File: config.mk
export PLATFORM = sky130hd
export DESIGN_NAME = hs_tx_serializer
export DESIGN_NICKNAME = d
export VERILOG_FILES = /design/src/rtl/hs_tx_pkg.sv /design/src/rtl/hs_tx_line_coder.sv /design/src/rtl/hs_tx_serializer.sv
export SDC_FILE = /design/constraint.sdc
export NUM_CORES = 1
export LEC_CHECK = 0
export BUFFER_PORTS_ARGS = -buffer_cell sky130_fd_sc_hd__buf_2
export CORE_ASPECT_RATIO = 1.25
export CORE_MARGIN = 1.5
export CORE_UTILIZATION = 40
export CTS_BUF_LIST = sky130_fd_sc_hd__clkbuf_8
export DETAILED_ROUTE_END_ITERATION = 8
export PLACE_DENSITY = 0.64
export SLEW_MARGIN = 15
export SYNTH_ARGS = -nofsm -noshare
export SYNTH_HDL_FRONTEND = slang
export SYNTH_SLANG_ARGS = --single-unit
File: constraint.sdc
create_clock -name clk -period 2.6 [get_ports clk]
set_clock_uncertainty 0.2 [all_clocks]
set_input_delay 0.26 -clock clk [delete_from_list [all_inputs] [get_ports clk]]
set_output_delay 0.26 -clock clk [all_outputs]
set_load 0.05 [all_outputs]
File: src/rtl/hs_tx_pkg.sv
package hs_tx_pkg;
    typedef enum logic [2:0] {
        S_IDLE,
        S_PREP,
        S_SYNC,
        S_DATA,
        S_EOP
    } tx_state_e;

    localparam logic [1:0] MODE_SILENT = 2'b01;
    localparam logic [1:0] MODE_RAW    = 2'b10;
endpackage

File: src/rtl/hs_tx_line_coder.sv
// One NRZI step: a raw 0 toggles the line, a raw 1 holds it.
// When encoding is off, the raw bit goes straight to the line.
module hs_tx_line_coder (
    input  logic raw_bit,
    input  logic nrzi_en,
    input  logic line_q,
    output logic line_d
);
    always_comb begin
        if (nrzi_en) line_d = raw_bit ? line_q : ~line_q;
        else         line_d = raw_bit;
    end
endmodule

File: src/rtl/hs_tx_serializer.sv
module hs_tx_serializer #(
    parameter int DATA_W     = 8,
    parameter int SYNC_LEN   = 32,
    parameter int SYNC_DELAY = 8,
    parameter int EOP_LEN    = 8,
    parameter int STUFF_RUN  = 6
) (
    input  logic              clk,
    input  logic              rst_n,
    input  logic              tx_valid,
    input  logic [DATA_W-1:0] tx_data,
    input  logic [1:0]        op_mode,
    output logic              tx_ready,
    output logic              ser_bit,
    output logic              ser_en
);
    import hs_tx_pkg::*;

    localparam int CNT_MAX = (SYNC_LEN > SYNC_DELAY) ?
                             ((SYNC_LEN > EOP_LEN) ? SYNC_LEN : EOP_LEN) :
                             ((SYNC_DELAY > EOP_LEN) ? SYNC_DELAY : EOP_LEN);
    localparam int CNT_W = $clog2(CNT_MAX + 1);
    localparam int SH_W  = $clog2(DATA_W + 1);
    localparam int RUN_W = $clog2(STUFF_RUN + 1);

    typedef struct packed {
        tx_state_e         st;
        logic [CNT_W-1:0]  cnt;
        logic [DATA_W-1:0] hold;
        logic              hold_full;
        logic [DATA_W-1:0] sh;
        logic [SH_W-1:0]   sh_cnt;
        logic [RUN_W-1:0]  ones;
        logic              ended;
        logic              raw_mode;
        logic              line;
        logic              ser_en;
    } regs_t;

    regs_t q, d;

    // bit source decisions for the current cycle
    logic emit, raw_bit, is_eop, take_sh, line_next, in_pkt;

    assign in_pkt = (q.st == S_SYNC) || (q.st == S_DATA);

    always_comb begin
        emit    = 1'b0;
        raw_bit = 1'b1;
        is_eop  = 1'b0;
        take_sh = 1'b0;
        unique case (q.st)
            S_SYNC: begin
                emit    = 1'b1;
                raw_bit = (q.cnt == CNT_W'(SYNC_LEN - 1));
            end
            S_DATA: begin
                if (!q.raw_mode && q.ones == RUN_W'(STUFF_RUN)) begin
                    emit    = 1'b1;                          // stuff bit
                    raw_bit = 1'b0;
                end else if (q.sh_cnt != '0) begin
                    emit    = 1'b1;
                    raw_bit = q.sh[0];                       // LSB first
                    take_sh = 1'b1;
                end
            end
            S_EOP: begin
                emit   = 1'b1;
                is_eop = 1'b1;                               // unstuffed ones
            end
            default: ;
        endcase
    end

    hs_tx_line_coder i_coder (
        .raw_bit (raw_bit),
        .nrzi_en (!q.raw_mode),
        .line_q  (q.line),
        .line_d  (line_next)
    );

    assign tx_ready = in_pkt && !q.hold_full && !q.ended;
    assign ser_bit  = q.line;
    assign ser_en   = q.ser_en;

    always_comb begin
        d        = q;
        d.ser_en = emit;

        if (tx_valid && tx_ready) begin
            d.hold      = tx_data;
            d.hold_full = 1'b1;
        end
        if (take_sh) begin
            d.sh     = q.sh >> 1;
            d.sh_cnt = q.sh_cnt - 1'b1;
        end
        if (emit) begin
            d.line = line_next;
            if (raw_bit && !is_eop && !q.raw_mode) d.ones = q.ones + 1'b1;
            else                                   d.ones = '0;
        end
        if (in_pkt && !tx_valid) d.ended = 1'b1;

        unique case (q.st)
            S_IDLE: begin
                d.line  = 1'b1;
                d.ones  = '0;
                d.ended = 1'b0;
                d.cnt   = '0;
                if (tx_valid && op_mode != MODE_SILENT) begin
                    d.st       = S_PREP;
                    d.raw_mode = (op_mode == MODE_RAW);
                end
            end
            S_PREP: begin
                if (q.cnt == CNT_W'(SYNC_DELAY - 1)) begin
                    d.st  = S_SYNC;
                    d.cnt = '0;
                end else begin
                    d.cnt = q.cnt + 1'b1;
                end
            end
            S_SYNC: begin
                if (q.cnt == CNT_W'(SYNC_LEN - 1)) begin
                    d.st  = S_DATA;
                    d.cnt = '0;
                end else begin
                    d.cnt = q.cnt + 1'b1;
                end
            end
            S_DATA: begin
                if (!emit && q.ended && !q.hold_full) begin
                    d.st  = S_EOP;
                    d.cnt = '0;
                end
            end
            S_EOP: begin
                if (q.cnt == CNT_W'(EOP_LEN - 1)) d.st = S_IDLE;
                else                              d.cnt = q.cnt + 1'b1;
            end
            default: d.st = S_IDLE;
        endcase

        // refill the shifter from the holding register without a gap
        if (in_pkt && d.sh_cnt == '0 && q.hold_full) begin
            d.sh        = q.hold;
            d.sh_cnt    = SH_W'(DATA_W);
            d.hold_full = 1'b0;
        end
    end

    always_ff @(posedge clk or negedge rst_n) begin
        if (!rst_n) begin
            q      <= '0;
            q.st   <= S_IDLE;
            q.line <= 1'b1;
        end else begin
            q <= d;
        end
    end

    tx_state_e        st_q;
    logic [RUN_W-1:0] ones_q;
    assign st_q   = q.st;
    assign ones_q = q.ones;
endmodule

======== After elaboration in Yosys (flattened, before gate mapping) ========
Index checks and enable logic that the tools add are counted.
storage, ports and cells
  bits in registers ....................... 37
  input bits .............................. 13
cells by class
  $add $sub $neg .......................... 3
  eq/ne operators ......................... 16
  multiplexer cells ....................... 30
  bitwise gates (word level) .............. 1
  reduce and logical (&&, ||, !) cells .... 32
operators by type and width
  cell                                                                    count
  6-bit case mux with 5 select lines                                      1
  6-bit two-way mux                                                       4
  3-bit two-way mux                                                       6
  3-bit case mux with 5 select lines                                      1
  1-bit two-way mux                                                       13
  13-bit two-way mux                                                      1
  1-bit logical AND                                                       12
  12-bit two-way mux                                                      1
  9-bit two-way mux                                                       1
  2-bit != test (second input constant)                                   4
  2-bit nonzero test                                                      4
  6-bit by 1-bit adder with 6-bit output (second input constant)          1
  3-bit by 2-bit equality test with 1-bit output (second input constant)  2
  3-bit equality test (second input constant)                             2
  6-bit by 3-bit equality test with 1-bit output (second input constant)  1
  6-bit by 5-bit equality test with 1-bit output (second input constant)  1
  1-bit zero test                                                         6
  2-bit by 1-bit != test with 1-bit output (second input constant)        3
  5-bit AND reduction                                                     1
  5-bit nonzero test                                                      1
  4-bit zero test                                                         1
  1-bit case mux with 2 select lines                                      2
  2-bit AND reduction                                                     2
  4-bit nonzero test                                                      1
  other kinds (10)                                                        10

======== Logic depth before layout (Yosys ltp) ========
  depth after elaboration ................. 9
  mapped depth ............................ 8
  gate-level depth less buffers ........... 7

======== Hierarchy ========
Synthesis repeated with hierarchy kept, for this count alone.
second synthesis, totals
  cell total of the unflattened synthesis .. 198
  area, all modules ....................... 2127.0 µm²
modules (own cells, without submodules)
  module            times used  cells each  area an instance (µm²)  sequential area each (µm²)
  hs_tx_serializer  1           196         2097.0                  927.1
  hs_tx_line_coder  1           2           30.0                    0.0

======== Worst setup path before layout ========
OpenSTA, ideal clock, no wires.
  kind .................................... reg2reg
  start ................................... register q, in the netlist st_q[2]
  end ..................................... register q[20] in the netlist's numbering
  data arrival time ....................... 2.548 ns
  setup slack ............................. -0.272 ns
  stages on the path, launching flop included .. 5
  clock period less this slack ............ 2.872 ns
  cells stage by stage .................... dfrtp_1 -> nand2b_1 -> nor3_1 -> nand2_1 -> mux2_2
between the ends
  word-level cells in the longest chain between the ends .. 5
RTL lines
  what                                            RTL line                source
  from (decl)                                     hs_tx_serializer.sv:40  regs_t q, d;
  3-bit by 2-bit equality test with 1-bit output  hs_tx_serializer.sv:45  assign in_pkt = (q.st == S_SYNC) || (q.st == S_DATA);
  1-bit logical OR (*)                            hs_tx_serializer.sv:45
  1-bit logical AND (*) (2 in a row)              hs_tx_serializer.sv:82  assign tx_ready = in_pkt && !q.hold_full && !q.ended;
  via tx_ready                                    hs_tx_serializer.sv:13  output logic tx_ready,
  1-bit logical AND (*)                           hs_tx_serializer.sv:90  if (tx_valid && tx_ready) begin
The timed path passes the listed nets; every way through them passes the cells marked *.
A chain may end at the register's enable or synchronous reset.

======== Worst setup path after layout ========
  start ................................... register q[7] in the netlist's numbering
  end ..................................... register q[12] in the netlist's numbering
between the ends
  word-level cells in the longest chain between the ends .. 9
RTL lines
  what                                                      RTL line                 source
  4-bit nonzero test                                        hs_tx_serializer.sv:61   end else if (q.sh_cnt != '0) begin
  1-bit two-way mux                                         hs_tx_serializer.sv:61
  1-bit two-way mux                                         hs_tx_serializer.sv:58   if (!q.raw_mode && q.ones == RUN_W'(STUFF_RUN)) begin
  1-bit two-way mux                                         hs_tx_serializer.sv:52   unique case (q.st)
  12-bit two-way mux                                        hs_tx_serializer.sv:94   if (take_sh) begin
  4-bit zero test                                           hs_tx_serializer.sv:146  if (in_pkt && d.sh_cnt == '0 && q.hold_full) begin
  1-bit logical AND (2 in a row)                            hs_tx_serializer.sv:146
  13-bit two-way mux or 2-bit nonzero test (tied branches)  -
Several ways; a longest one is shown, not always the timed one. The select of a mux whose other input is x is not followed.

==> flow_summary_export.csv <==
group,metric,value,unit
critical_path,path_max_fanout,9,
timing,tightestPinTransition,0.8258,ns
power,power,2.535,mW
clock_tree,clock_path_buffers,2,
global_route,antenna_found_initial,0,
critical_path,ff2ff_path_depth,7,
critical_path,cp-end-kind,"flip-flop",
route,routed_wl,3.603,mm
timing,finalHoldViolations,0,
placement,gp_congestion,0.7140,
final_layout,antenna_cells,0,
global_route,gr-total-overflow,0,
synth,ys_ff_latch,37,
outcome,outcome,"completed",
timing,rsz0062_at_grt,"no",
critical_path,cp.depth,7,
final_layout,design_area,0.002404,sq mm
route,drc,0,
critical_path,crit_end,"q[12]",
synth,synth_area_leader_cell,"dfrtp_1",
timing,fmax,0.4072,GHz
critical_path,critPathKind,"reg -> reg",
critical_path,rrSetupSlack,0.14,ns
timing,tns,0,ns
clock_tree,post_cts_buffers,0,
floorplan,fp.dieH,81.87,um
route,drt_iter0_markers,34,
timing,layout_min_cycle_time,2.456,ns
route,dr.pass1.iters,4,
critical_path,regToRegEndpoint,"q[12]",
clock_tree,htreeDepth,2,
synth,synth_warnings,0,
floorplan,die_w,66.10,um
global_route,grt_pass1_vias,1460,
critical_path,crit_required,2.57,ns
run,maxCapViolCount,0,
synth,synth_edf_count,0,
placement,portBuffers,15,
floorplan,fp.coreArea,0.004765,sq mm
global_route,grt_pass1_wl,6.361,mm
power,power.density,1055,mW/mm^2
global_route,track_usage,15.59,%
power,p_leak,1.107,nW
timing,drv_slew,0,
floorplan,rows,28,
floorplan,die_area,0.005411,sq mm
critical_path,crit_chain,"inv_1 > ha_1 > or3b_4 > and3_4 > mux2i_4 > a21boi_4 > mux2_2",
critical_path,path_delay_family,"simple AND/OR/NAND/NOR gates",
synth,syn-instance-count,187,
clock_tree,insertion_delay,0.29,ns
timing,worst_hold_slack,0.01474,ns
final_layout,multi_input_area,0.001008,sq mm
final_layout,regArea,927.1,sq um
critical_path,critPathLaunch,"q[7]",
clock_tree,numCtsBuffers,5,
placement,hpwl,2.521,mm
critical_path,start_kind,"flip-flop",
synth,ys_seq_area_share,46.57,%
final_layout,area_growth,20.74,%
min_path,min_path_type,"in -> reg",
critical_path,r2r-start,"q[7]",
placement,place_area,0.002175,sq mm
synth,synthesis.nets,204,
critical_path,cp.buffers_inverters,1,
global_route,grt_max_degree,38,
timing,finalSetupViolations,0,
route,ant_nets,0,
critical_path,cpMaxStageDelayCell,"dfrtp_1",
timing,finalCritPeriodShare,94.46,%
route,vias_per_cell,5.267,
final_layout,fin_util,50.45,%
route,vias,1480,
synth,syn_area,0.001991,sq mm
synth,yosys-top-cells-area,"dfrtp_1 45%, mux2_2 13%, o21ai_0 3.5%",
timing,slew-limit-headroom,44.95,%
synth,synth_cell_types,47,
power,ir_worst_vdd,0.4408,mV
final_layout,nNetsFinal,237,
clock_tree,clock-sinks,37,
clock_tree,cts_tree,"done",
synth,synthArstFlopShare,100.0,%
synth,ys.flop_type,"dfrtp_1",
clock_tree,cts.reportedPaths.clkPinSlew,0.07,ns
synth,syn_area_per_cell,10.65,sq um
floorplan,top_level_ports,16,
route,wl_per_cell,12.82,um
synth,netlist.area_leader.share,45.25,%
critical_path,max_stage_delay,0.40,ns
final_layout,drive_above_1_share,28.51,%
final_layout,final.fill_count,473,
floorplan,start_util,41.78,%
clock_tree,cts_root_buf,"clkbuf_8",
critical_path,worstPathArrival,2.43,ns
## flip-flops by register name (all words and copies together), names as in the netlist
name / cells
ones_q: 3
ser_bit: 1
st_q: 3
q: 29
ser_en: 1
## final cells by class
type / count / share of cell area [%]
clock buffer: 5 / 2.863
clock inverter: 3 / 2.707
inverter: 9 / 1.406
multi-input combinational: 135 / 41.96
sequential: 37 / 38.57
tap: 60 / 3.123
timing repair buffer: 32 / 9.370
## what timing repair did
item | in CTS | in global routing
endpoints found under the setup margin | 0 | 2
resized for setup | 0 | 1
hold buffers | 9 | 0
endpoints found under the hold margin | 44 | 0
## Yosys cell counts (2+ instances only)
cell      count
xnor2_1       2
o21ai_0      14
dfrtp_1      36
nor3_1        5
ha_1          4
and3_1        2
nor4_1        2
nand2b_1      4
mux2_2       23
and3b_1       2
nand3_1       8
or3_1         2
a21o_1        3
a21boi_0      2
nand4_1       2
nor2_1        9
a41oi_1       2
nand2_1      16
nor2b_1       4
o21a_1        2
clkbuf_1      4
inv_1         9
a21oi_1       5
nand3b_1      2
## stage by stage
step                instances  setup slack [ns]
finish                    281            0.1440
detailed placement        264            0.1395
floorplan                 187            0.1859
global placement          264            0.1794
global route              281           0.02936
CTS                       281            0.1227
## cells by family after synthesis
kind of cell,Yosys count,synth area share (%)
AND/OR/NAND/NOR,64,17.41
AO/OA/AOI/OAI,38,13.01
flip-flops,37,46.57
multiplexers,27,16.34
buffers and inverters,15,3.268
adder cells (fa/ha/maj),4,2.514
XOR/XNOR,2,0.8801
## worst min path at each step
stage / from / end / slack [ns] / cells after the start
finish: op_mode[1] / q[2] / 0.01 / 3
global route: op_mode[1] / q[2] / 0.03 / 3
CTS: op_mode[1] / q[2] / 0.01 / 3
detailed placement: rst_n / q[26] / 0.21 / 1
global placement: rst_n / q[25] / 0.20 / 1
floorplan: rst_n / ones_q[0] / -0.24 / 0
## worst min-delay path, delay by kind of cell
kind	cells	cell delay (ns)
buffers and inverters	1	0.10
AND/OR/NAND/NOR	2	0.10
## power breakdown
part,internal (mW),switching (mW),leakage (nW),total [mW]
registers,0.778,0.156,0.473,0.934
clock network,0.381,0.205,0.0681,0.586
logic,0.484,0.532,0.566,1.02
## cell usage in the layout, fill, tap and decap left out, types with 3 or more instances in the layout
master and n:
nor2_1 9, a21oi_1 5, clkbuf_8 5, mux2_2 23
dlygate4sd3_1 9, nor2b_1 4, dfrtp_1 36, inv_1 9
nor3_1 4, nand2_1 16, buf_2 15, a21o_1 3
o21ai_0 14, ha_1 4, nand3_1 8, nand2b_1 4
buf_4 8
## per-layer routing
layer | vias to the layer above | share of wire, % | track usage [%]
li1 | 746 | - | -
met1 | 706 | 44 | 17.61
met2 | 22 | 50 | 27.50
met3 | 6 | 2.7 | 3.288
met4 | 0 | 2.5 | 7.959
met5 | - | 0 | 0
No activity file was read; power rests on OpenSTA's default activity.
